===== src/rtl/slice_pkg.sv =====
package slice_pkg;
  localparam int LUT_K     = 4;
  localparam int NUM_UNITS = 4;
endpackage


===== src/rtl/slice_cfg_chain.sv =====
module slice_cfg_chain #(
  parameter int WIDTH = 148
) (
  input  logic             clk,
  input  logic             shift_en,
  input  logic             data_in,
  output logic [WIDTH-1:0] bits,
  output logic             data_out
);
  logic [WIDTH-1:0] chain_q;
  logic [WIDTH-1:0] chain_d;

  always_comb begin
    chain_d = {chain_q[WIDTH-2:0], data_in};
  end

  always_ff @(posedge clk) begin
    if (shift_en) chain_q <= chain_d;
  end

  assign bits     = chain_q;
  assign data_out = chain_q[WIDTH-1];
endmodule


===== src/rtl/slice_unit.sv =====
module slice_unit #(
  parameter int LUT_K = 4
) (
  input  logic [2**LUT_K-1:0] table_first,
  input  logic [2**LUT_K-1:0] table_second,
  input  logic [LUT_K-1:0]    in_first,
  input  logic [LUT_K-1:0]    in_second,
  input  logic                steer_chain,
  input  logic                carry_enable,
  input  logic                carry_i,
  output logic                raw_first,
  output logic                raw_second,
  output logic                comb_second,
  output logic                carry_o
);
  logic [LUT_K-1:0] second_index;

  always_comb begin
    raw_first    = table_first[in_first];
    second_index = in_second;
    if (steer_chain) second_index[0] = raw_first;
    raw_second   = table_second[second_index];
    comb_second  = carry_enable ? (raw_second ^ carry_i) : raw_second;
    carry_o      = raw_second ? carry_i : raw_first;
  end
endmodule


===== src/rtl/slice_wide_mux.sv =====
module slice_wide_mux #(
  parameter int NUM_UNITS = 4
) (
  input  logic [NUM_UNITS-1:0]   raw_first,
  input  logic [NUM_UNITS-1:0]   raw_second,
  input  logic [1:0]             addr,
  input  logic                   top_select,
  input  logic [NUM_UNITS-1:0]   level1_en,
  input  logic [NUM_UNITS/2-1:0] level2_en,
  input  logic                   level3_en,
  output logic [NUM_UNITS-1:0]   comb_first
);
  localparam int NUM_PAIRS = NUM_UNITS / 2;

  logic [NUM_UNITS-1:0] level1;
  logic [NUM_PAIRS-1:0] level2;
  logic                 level3;

  for (genvar u = 0; u < NUM_UNITS; u++) begin : g_level1
    assign level1[u] = addr[0] ? raw_second[u] : raw_first[u];
  end

  for (genvar p = 0; p < NUM_PAIRS; p++) begin : g_level2
    assign level2[p] = addr[1] ? level1[2*p+1] : level1[2*p];
  end

  assign level3 = top_select ? level2[1] : level2[0];

  for (genvar u = 0; u < NUM_UNITS; u++) begin : g_pick
    always_comb begin
      comb_first[u] = level1_en[u] ? level1[u] : raw_first[u];
      if ((u % 2) == 0) begin
        if (level2_en[u/2]) comb_first[u] = level2[u/2];
      end
      if (u == 0) begin
        if (level3_en) comb_first[u] = level3;
      end
    end
  end
endmodule


===== src/rtl/slice_regs.sv =====
module slice_regs #(
  parameter int COUNT = 8
) (
  input  logic             clk,
  input  logic             rst_n,
  input  logic             clk_en,
  input  logic [COUNT-1:0] init_value,
  input  logic [COUNT-1:0] data_d,
  output logic [COUNT-1:0] data_q,
  output logic             rst_sync_n
);
  logic             sync_stage;
  logic             sync_out;
  logic [COUNT-1:0] next_q;

  always_ff @(posedge clk or negedge rst_n) begin
    if (!rst_n) begin
      sync_stage <= 1'b0;
      sync_out   <= 1'b0;
    end else begin
      sync_stage <= 1'b1;
      sync_out   <= sync_stage;
    end
  end

  assign rst_sync_n = sync_out;

  always_comb begin
    if (!sync_out)   next_q = init_value;
    else if (clk_en) next_q = data_d;
    else             next_q = data_q;
  end

  always_ff @(posedge clk) begin
    data_q <= next_q;
  end
endmodule


===== src/rtl/logic_slice.sv =====
module logic_slice #(
  parameter int LUT_K     = slice_pkg::LUT_K,
  parameter int NUM_UNITS = slice_pkg::NUM_UNITS
) (
  input  logic                       clk,
  input  logic                       rst_n,
  input  logic                       cfg_shift_en,
  input  logic                       cfg_data_in,
  output logic                       cfg_data_out,
  input  logic                       clk_en,
  input  logic [1:0]                 mux_addr,
  input  logic [NUM_UNITS*2*LUT_K-1:0] lut_in,
  input  logic                       carry_in,
  output logic                       carry_out,
  output logic [NUM_UNITS*4-1:0]     slice_out
);
  localparam int TT_BITS   = 2**LUT_K;
  localparam int NUM_LUTS  = 2 * NUM_UNITS;
  localparam int NUM_PAIRS = NUM_UNITS / 2;
  localparam int INIT_LSB  = NUM_LUTS * TT_BITS;
  localparam int STEER_LSB = INIT_LSB + NUM_LUTS;
  localparam int LVL1_LSB  = STEER_LSB + NUM_UNITS;
  localparam int LVL2_LSB  = LVL1_LSB + NUM_UNITS;
  localparam int LVL3_BIT  = LVL2_LSB + NUM_PAIRS;
  localparam int CARRY_BIT = LVL3_BIT + 1;
  localparam int CFG_BITS  = CARRY_BIT + 1;

  logic [CFG_BITS-1:0]  cfg_bits;
  logic [NUM_LUTS-1:0]  init_bits;
  logic [NUM_UNITS-1:0] raw_first;
  logic [NUM_UNITS-1:0] raw_second;
  logic [NUM_UNITS-1:0] comb_first;
  logic [NUM_UNITS-1:0] comb_second;
  logic [NUM_UNITS:0]   carry_link;
  logic [NUM_LUTS-1:0]  comb_d;
  logic [NUM_LUTS-1:0]  reg_q;
  logic                 rst_sync_n;

  slice_cfg_chain #(.WIDTH(CFG_BITS)) u_cfg (
    .clk(clk), .shift_en(cfg_shift_en), .data_in(cfg_data_in),
    .bits(cfg_bits), .data_out(cfg_data_out)
  );

  assign init_bits     = cfg_bits[INIT_LSB +: NUM_LUTS];
  assign carry_link[0] = carry_in;

  for (genvar u = 0; u < NUM_UNITS; u++) begin : g_unit
    slice_unit #(.LUT_K(LUT_K)) u_unit (
      .table_first (cfg_bits[(2*u)*TT_BITS +: TT_BITS]),
      .table_second(cfg_bits[(2*u+1)*TT_BITS +: TT_BITS]),
      .in_first    (lut_in[u*2*LUT_K + LUT_K +: LUT_K]),
      .in_second   (lut_in[u*2*LUT_K +: LUT_K]),
      .steer_chain (cfg_bits[STEER_LSB + u]),
      .carry_enable(cfg_bits[CARRY_BIT]),
      .carry_i     (carry_link[u]),
      .raw_first   (raw_first[u]),
      .raw_second  (raw_second[u]),
      .comb_second (comb_second[u]),
      .carry_o     (carry_link[u+1])
    );
    assign comb_d[2*u]     = comb_first[u];
    assign comb_d[2*u+1]   = comb_second[u];
    assign slice_out[4*u+3] = reg_q[2*u];
    assign slice_out[4*u+2] = reg_q[2*u+1];
    assign slice_out[4*u+1] = comb_first[u];
    assign slice_out[4*u]   = comb_second[u];
  end

  assign carry_out = carry_link[NUM_UNITS];

  slice_wide_mux #(.NUM_UNITS(NUM_UNITS)) u_mux (
    .raw_first(raw_first), .raw_second(raw_second),
    .addr(mux_addr), .top_select(carry_in),
    .level1_en(cfg_bits[LVL1_LSB +: NUM_UNITS]),
    .level2_en(cfg_bits[LVL2_LSB +: NUM_PAIRS]),
    .level3_en(cfg_bits[LVL3_BIT]),
    .comb_first(comb_first)
  );

  slice_regs #(.COUNT(NUM_LUTS)) u_regs (
    .clk(clk), .rst_n(rst_n), .clk_en(clk_en),
    .init_value(init_bits), .data_d(comb_d),
    .data_q(reg_q), .rst_sync_n(rst_sync_n)
  );
endmodule


===== config.mk =====
export PLATFORM = sky130hd
export DESIGN_NAME = logic_slice
export DESIGN_NICKNAME = d
export VERILOG_FILES = /design/src/rtl/slice_pkg.sv /design/src/rtl/slice_cfg_chain.sv /design/src/rtl/slice_unit.sv /design/src/rtl/slice_wide_mux.sv /design/src/rtl/slice_regs.sv /design/src/rtl/logic_slice.sv
export SDC_FILE = /design/constraint.sdc
export NUM_CORES = 1
export LEC_CHECK = 0
export BUFFER_PORTS_ARGS = -buffer_cell sky130_fd_sc_hd__buf_2
export CORE_MARGIN = 4
export CORE_UTILIZATION = 49
export DETAILED_ROUTE_END_ITERATION = 16
export GPL_ROUTABILITY_DRIVEN = 0
export PLACE_DENSITY = 0.73
export SYNTH_ARGS = -nofsm -noshare
export SYNTH_HDL_FRONTEND = slang
export SYNTH_HIERARCHICAL = 1
export SYNTH_SLANG_ARGS = --single-unit

===== constraint.sdc =====
create_clock -name clk -period 4.8 [get_ports clk]
set_input_delay 0.48 -clock clk [delete_from_list [all_inputs] [get_ports clk]]
set_output_delay 0.48 -clock clk [all_outputs]
set_load 0.03 [all_outputs]

==> results of run 1 <==
==> critical path, cell delays in order (launching register included) <==
cell and delay, ns:
edfxtp_1 0.37, mux2i_1 0.09, mux4_2 0.48, or3b_4 0.44, o221ai_4 0.12, mux4_1 0.59, nand2_1 0.08, o211a_2 0.23
mux2_4 0.32, mux2_4 0.28, mux2_4 0.27, nand2_1 0.07, xnor2_1 0.15, buf_2 0.24
==> power groups by stage <==
stage	registers (mW)	logic [mW]	clock network (mW)
after CTS	1.67	0.364	1.31
after detailed placement	1.69	0.362	0
final	1.66	0.362	1.29
after global routing	1.67	0.388	1.39
after floorplan	1.69	0.233	0
after global placement	1.69	0.354	0
==> through the flow <==
stage	cell area (µm²)	power, mW
final	7684	3.314
after global routing	7684	3.449
after CTS	7684	3.345
after detailed placement	7116	2.054
after global placement	7116	2.043
after floorplan	6683	1.926
==> cell usage after synthesis <==
master,instances
edfxtp_1,156
mux2i_1,62
nand2_1,32
mux2_4,12
nor3b_1,12
o22ai_1,9
nor3_1,8
buf_6,6
mux2_2,6
mux4_2,6
inv_1,5
nand2b_1,5
o21ai_1,5
and2_1,4
clkbuf_1,4
mux4_1,4
nand3_1,4
nor2_1,4
o211a_2,4
o211ai_1,4
o21ai_0,4
o221ai_4,4
or3b_4,4
xnor2_1,4
dfrtp_1,2
a21boi_0,1
and3_2,1
buf_4,1
conb_1,1
nor2b_1,1
o31ai_1,1
==> final timing paths <==
check | endpoint | cells after the start | slack [ns] | from
worst max-delay path | slice_out[12] | 13 | 0.19 | u_cfg/bits[1]
worst min-delay path | u_cfg/bits[0] | 1 | 0.24 | cfg_data_in
worst max register to register | u_regs/data_q[7] | 13 | 0.88 | u_cfg/bits[1]
worst min register to register | u_regs/rst_sync_n | 0 | 0.35 | u_regs/sync_stage
max in group asynchronous | u_regs/sync_stage | 2 | 4.29 | rst_n
min in group asynchronous | u_regs/rst_sync_n | 2 | 0.41 | rst_n
==> layout make-up <==
class | instances | share of cell area, %
clock buffer | 19 | 5.634
clock inverter | 11 | 1.628
inverter | 5 | 0.2443
multi-input combinational | 202 | 23.94
sequential | 158 | 61.62
tap | 176 | 2.866
timing repair buffer | 60 | 4.071
==> cells by family (layout without fill, tap and decap cells) <==
logic type / Yosys count / after routing / share of synthesized area (%)
DFF: 158 / 158 / 70.85
other: 1 / 1 / 0.05612
xor gates and xnor gates: 4 / 4 / 0.5242
and+or+nand+nor: 75 / 75 / 5.991
muxes: 90 / 90 / 16.59
AOI/OAI and AO/OA: 32 / 32 / 4.362
buffers and inverters: 16 / 95 / 1.629
==> timing repair <==
action	4_1_cts	5_1_grt
hold buffers	1	0
endpoints found under the setup margin	0	0
hold endpoints to repair	2	0
resized for setup	0	0
==> registers in the layout, summed over array words and instances, names as in the netlist <==
name,cells
u_cfg/bits,148
u_regs/data_q,8
u_regs/rst_sync_n,1
u_regs/sync_stage,1
==> metal layers <==
metal	vias to the layer above	track usage [%]
li1	1632	-
met1	1705	21.88
met2	96	22.20
met3	13	6.261
met4	2	5.932
met5	-	0
==> summary.md, run 1 <==
| Metric | Value |
|---|---|
| Area of the multi-input gates | `0.001839 mm²` |
| Worst IR Drop VDD | `0.0002635 V` |
| Internal Power | `2.569 mW` |
| IO Port Bufs | `57` |
| Clock buffers created by TritonCTS | `17` |
| GRT Total Usage | `15.68%` |
| Sequential share of power | `50.2%` |
| PwrDens | `431.4 mW/mm²` |
| Crit path kind | `register to output port` |
| Core box area | `0.01330 mm²` |
| Final setup fails | `0` |
| CTS clk-pin slew, worst paths | `0.06 ns` |
| Kind of end point of the critical path | `output port` |
| Combinational share of power | `10.9%` |
| Die area | `0.01557 mm²` |
| Leak | `2.874 nW` |
| Slew @ Worst Pin | `1.060 ns` |
| Highest clock rate | `216.7 MHz` |
| Critical Path AT | `4.13 ns` |
| Grt total ovfl | `0` |
| Drt drc | `0` |
| MaxCap Viol Count | `0` |
| # diodes | `0` |
| Min Hold Slack | `0.2410 ns` |
| Fillcell total | `1,013` |
| Detailed Route WL | `11,520 µm` |
| Final non-filler cell total | `631` |
| Met2 WL | `5107 µm` |
| Minimum clock period | `4.614 ns` |
| Clk_lat worst skew | `0.42 ns` |
| Vias in the first global route | `3,484` |
| Final antenna-violating net count | `0` |
| CP Max Fanout | `5` |
| Final design utilization | `57.79%` |
| Largest net degree at the start of global routing | `85` |
| # rows | `42` |
| Post-Syn Instances | `376` |
| Outcome | `completed` |
| Unrepaired setup endpoints after global routing | `false` |
| Worst hold path class | `primary input to register` |
| Post-synth net total | `416` |
| Final Cycle Share | `96.12%` |
| Worst slack, placed | `0.2735 ns` |
| Width of the die | `124.8 µm` |
| Yosys reg bits | `158` |
| CTS root buffer | `clkbuf_16` |
| Register area share after synthesis | `70.85%` |
| Top Ports | `58` |
| CTS tree | `yes` |
| WL met3 | `734 µm` |
| Post-CTS Setup Repair Bufs | `0` |
| Hpwl dp | `7908 µm` |
| Initial antenna violation count | `1` |
| P&R area growth vs syn | `14.98%` |
| Final worst slack | `0.1864 ns` |
| Max-slew violations | `0` |
| Psw | `745.0 µW` |
| Synth unique cells | `31` |
| Inst Count DP | `600` |
| Layout net count | `484` |
| M1 WL | `5507 µm` |
| Final Skew | `0.01062 ns` |
| Initial Util | `50.26%` |
| Total negative slack | `0 ns` |
| 1st-pass router iterations | `6` |
| Most frequent cells in the layout | `edfxtp_1 (156), mux2i_1 (62), buf_2 (56)` |
| Cell Area, Synth | `0.006683 mm²` |
| Top cells by area, synth | `edfxtp_1 (70%), mux2i_1 (9.3%), mux2_4 (2.7%)` |
| Yosys warns | `6` |
| Syn_area_per_cell | `17.77 µm²` |
| Reg area | `0.004735 mm²` |
| Number of DRC markers in iteration 0 | `276` |
| Layout cells sized above 1 | `26.37%` |
| Max layer used | `met5` |
| Rel. slew slack | `29.34%` |
| CTS Buffer Depth | `2` |
| Final Hold Fails | `0` |
| First-pass GRT wire length | `18,780 µm` |
| Htree depth | `4` |
| Chip Height | `124.8 µm` |
| CP Data Required Time | `4.32 ns` |
| Most common cell after layout, fill and taps aside | `edfxtp_1` |
| Startpoint Class | `register` |
| Routed length per instance | `18.25 µm` |
| Clock sink total | `158` |
| Area leader, netlist | `edfxtp_1` |
| DR vias | `3,448` |
| Switching share of power | `22.48%` |
| Clk pwr share | `38.9%` |
| Via density per instance | `5.464` |
| Share of the synthesized area in the top cell type | `70.10%` |
Note: power is estimated with default switching activity, not from simulation.
==> run 2: changes to the inputs <==
Settings changed: PLACE_DENSITY 0.73 to 0.68.
==> run 2 against run 1 <==
Fmax grew 1.2%. Critical path depth stayed put. Die area stayed put. Total power grew 5.3%. Clock skew decreased by 0.0040 ns. Clock-buffer cell count decreased by 1.
==> summary.md, run 2 (synthesized netlist as in run 1, its figures left out) <==
| Metric | Value |
|---|---|
| Outcome | `completed (unchanged)` |
| # diodes | `0 (unchanged)` |
| IO Port Bufs | `57 (unchanged)` |
| # rows | `42 (unchanged)` |
| Internal Power | `2.693 mW (was 2.569 mW)` |
| Cell Area, Placed | `0.007123 mm² (was 0.007116 mm²)` |
| Htree depth | `4 (unchanged)` |
| Worst slack, placed | `0.3127 ns (was 0.2735 ns)` |
| Worst Reg-to-Reg Cells | `13 (unchanged)` |
| Layout net count | `485 (was 484)` |
| Final worst slack | `0.2390 ns (was 0.1864 ns)` |
| Final Cycle Share | `95.02% (was 96.12%)` |
| P&R area growth vs syn | `16.40% (was 14.98%)` |
| Met1 GRT Util | `21.87% (was 21.88%)` |
| Clock sink total | `158 (unchanged)` |
| Combinational share of power | `10.3% (was 10.9%)` |
| Final antenna-violating net count | `0 (unchanged)` |
| Startpoint Class | `register (unchanged)` |
| Initial antenna violation count | `1 (unchanged)` |
| CTS root buffer | `clkbuf_16 (unchanged)` |
| Most common cell after layout, fill and taps aside | `edfxtp_1 (unchanged)` |
| Sequential share of power | `47.6% (was 50.2%)` |
| CP Max Fanout | `5 (unchanged)` |
| Highest clock rate | `219.3 MHz (was 216.7 MHz)` |
| Detailed Route WL | `11,360 µm (was 11,520 µm)` |
| Grt peak-use layer | `met1 (was met2)` |
| GRT Total Usage | `15.50% (was 15.68%)` |
| Chip Height | `124.8 µm (unchanged)` |
| PwrDens | `448.9 mW/mm² (was 431.4 mW/mm²)` |
| Clock buffers created by TritonCTS | `17 (unchanged)` |
| 1st-pass router iterations | `4 (was 6)` |
| Worst Hold End | `u_cfg/bits[0] (unchanged)` |
| WHS Path Cells | `1 (unchanged)` |
| Critical Path AT | `4.08 ns (was 4.13 ns)` |
| Max reg flops | `148 (unchanged)` |
| Worst hold path class | `primary input to register (unchanged)` |
| Leak | `2.905 nW (was 2.874 nW)` |
| Most frequent cells in the layout | `edfxtp_1 (156), mux2i_1 (62), buf_2 (56) (unchanged)` |
| CTS clk-pin slew, worst paths | `0.06 ns (about the same)` |
| Clk_lat worst skew | `0.43 ns (was 0.42 ns)` |
| Core box area | `0.01330 mm² (unchanged)` |
| MaxCap Viol Count | `0 (unchanged)` |
| Psw | `798.7 µW (was 745.0 µW)` |
| Via density per instance | `5.366 (was 5.464)` |
| CP Data Required Time | `4.32 ns (about the same)` |
| Number of DRC markers in iteration 0 | `239 (was 276)` |
| Post-route cell area | `0.007779 mm² (was 0.007684 mm²)` |
| Grt met2 use | `21.85% (was 22.20%)` |
| Kind of end point of the critical path | `output port (unchanged)` |
| Routed length per instance | `17.91 µm (was 18.25 µm)` |
| CTS Buffer Depth | `2 (unchanged)` |
| Unrepaired setup endpoints after global routing | `false (unchanged)` |
| Max-slew violations | `0 (unchanged)` |
| Largest net degree at the start of global routing | `84 (was 85)` |
| Total negative slack | `0 ns (unchanged)` |
| Layout cells sized above 1 | `27.95% (was 26.37%)` |
| Worst IR Drop VDD | `0.0002809 V (was 0.0002635 V)` |
| Top Ports | `58 (unchanged)` |
| R2r setup slk | `0.93 ns (was 0.88 ns)` |
| Initial Util | `50.26% (unchanged)` |
| Final design utilization | `58.51% (was 57.79%)` |
| Final Skew | `0.006573 ns (was 0.01062 ns)` |
| Critical R2R Launch | `u_cfg/bits[4] (was u_cfg/bits[1])` |
| CTS tree | `yes (unchanged)` |
| Drt drc | `0 (unchanged)` |
| DR vias | `3,402 (was 3,448)` |
| Switching share of power | `22.87% (was 22.48%)` |
| Crit path kind | `register to output port (unchanged)` |
| Reg-to-Reg End | `u_regs/data_q[7] (unchanged)` |
| Width of the die | `124.8 µm (unchanged)` |
| Hold Crit Start | `cfg_data_in (unchanged)` |
| Fillcell total | `1,010 (was 1,013)` |
| M3 GR Usage | `6.046% (was 6.261%)` |
| Hpwl dp | `7716 µm (was 7908 µm)` |
| Clk pwr share | `42.1% (was 38.9%)` |
| Final setup fails | `0 (unchanged)` |
| Vias in the first global route | `3,448 (was 3,484)` |
| Die area | `0.01557 mm² (unchanged)` |
| Resize count post-CTS | `0 (unchanged)` |
| First-pass GRT wire length | `18,620 µm (was 18,780 µm)` |
| Slew @ Worst Pin | `1.015 ns (was 1.060 ns)` |
| Rel. slew slack | `32.35% (was 29.34%)` |
| Min Hold Slack | `0.2300 ns (was 0.2410 ns)` |
| Minimum clock period | `4.561 ns (was 4.614 ns)` |
| Grt total ovfl | `0 (unchanged)` |
| Final Hold Fails | `0 (unchanged)` |
run 2: area by class of cell:
class | instances | area [µm²] | area share (%)
Clock buffer | 18 | 429.2 | 5.517
Multi-Input combinational cell | 202 | 1839 | 23.64
Clock inverter | 14 | 216.5 | 2.783
Sequential cell | 158 | 4735 | 60.87
Inverter | 5 | 18.77 | 0.2413
Timing Repair Buffer | 61 | 320.3 | 4.118
Tap cell | 176 | 220.2 | 2.831
run 2: worst max path at each step:
stage                       start            end  slack (ns)
floorplan               lut_in[6]  slice_out[12]        0.55
global placement        lut_in[6]  slice_out[12]        0.37
detailed placement      lut_in[6]  slice_out[12]        0.31
CTS                 u_cfg/bits[4]  slice_out[12]        0.19
global route        u_cfg/bits[4]  slice_out[12]        0.04
finish              u_cfg/bits[4]  slice_out[12]        0.24
run 2: power by group through the flow:
stage	clock network [mW]	logic, mW	registers (mW)
after floorplan	0	0.233	1.69
final	1.47	0.360	1.66
after detailed placement	0	0.363	1.69
after global placement	0	0.357	1.69
after global routing	1.56	0.387	1.67
after CTS	1.50	0.364	1.66
run 2: timing repair:
action / 4_1_cts / 5_1_grt
endpoints found under the hold margin: 2 / 0
setup endpoints to repair: 0 / 0
hold buffers: 1 / 0
buffers inserted: 0 / 0
run 2: layer usage:
layer / vias to the layer above / routed length (µm)
li1: 1626 / -
met1: 1691 / 5549
met2: 70 / 5133
met3: 13 / 530
met4: 2 / 138
met5: - / 7
run 2: critical path, stage by stage (launching register included):
cell,delay [ns]
edfxtp_1,0.38
mux2i_1,0.09
mux4_2,0.48
or3b_4,0.43
o221ai_4,0.11
mux4_1,0.58
nand2_1,0.08
o211a_2,0.22
mux2_4,0.31
mux2_4,0.26
mux2_4,0.28
nand2_1,0.07
xnor2_1,0.13
buf_2,0.23
run 2: through the flow:
stage	total power, mW	std cells
2_1_floorplan	1.926	376
3_3_place_gp	2.045	601
3_5_place_dp	2.054	601
4_1_cts	3.527	634
5_1_grt	3.623	634
6_report	3.492	634
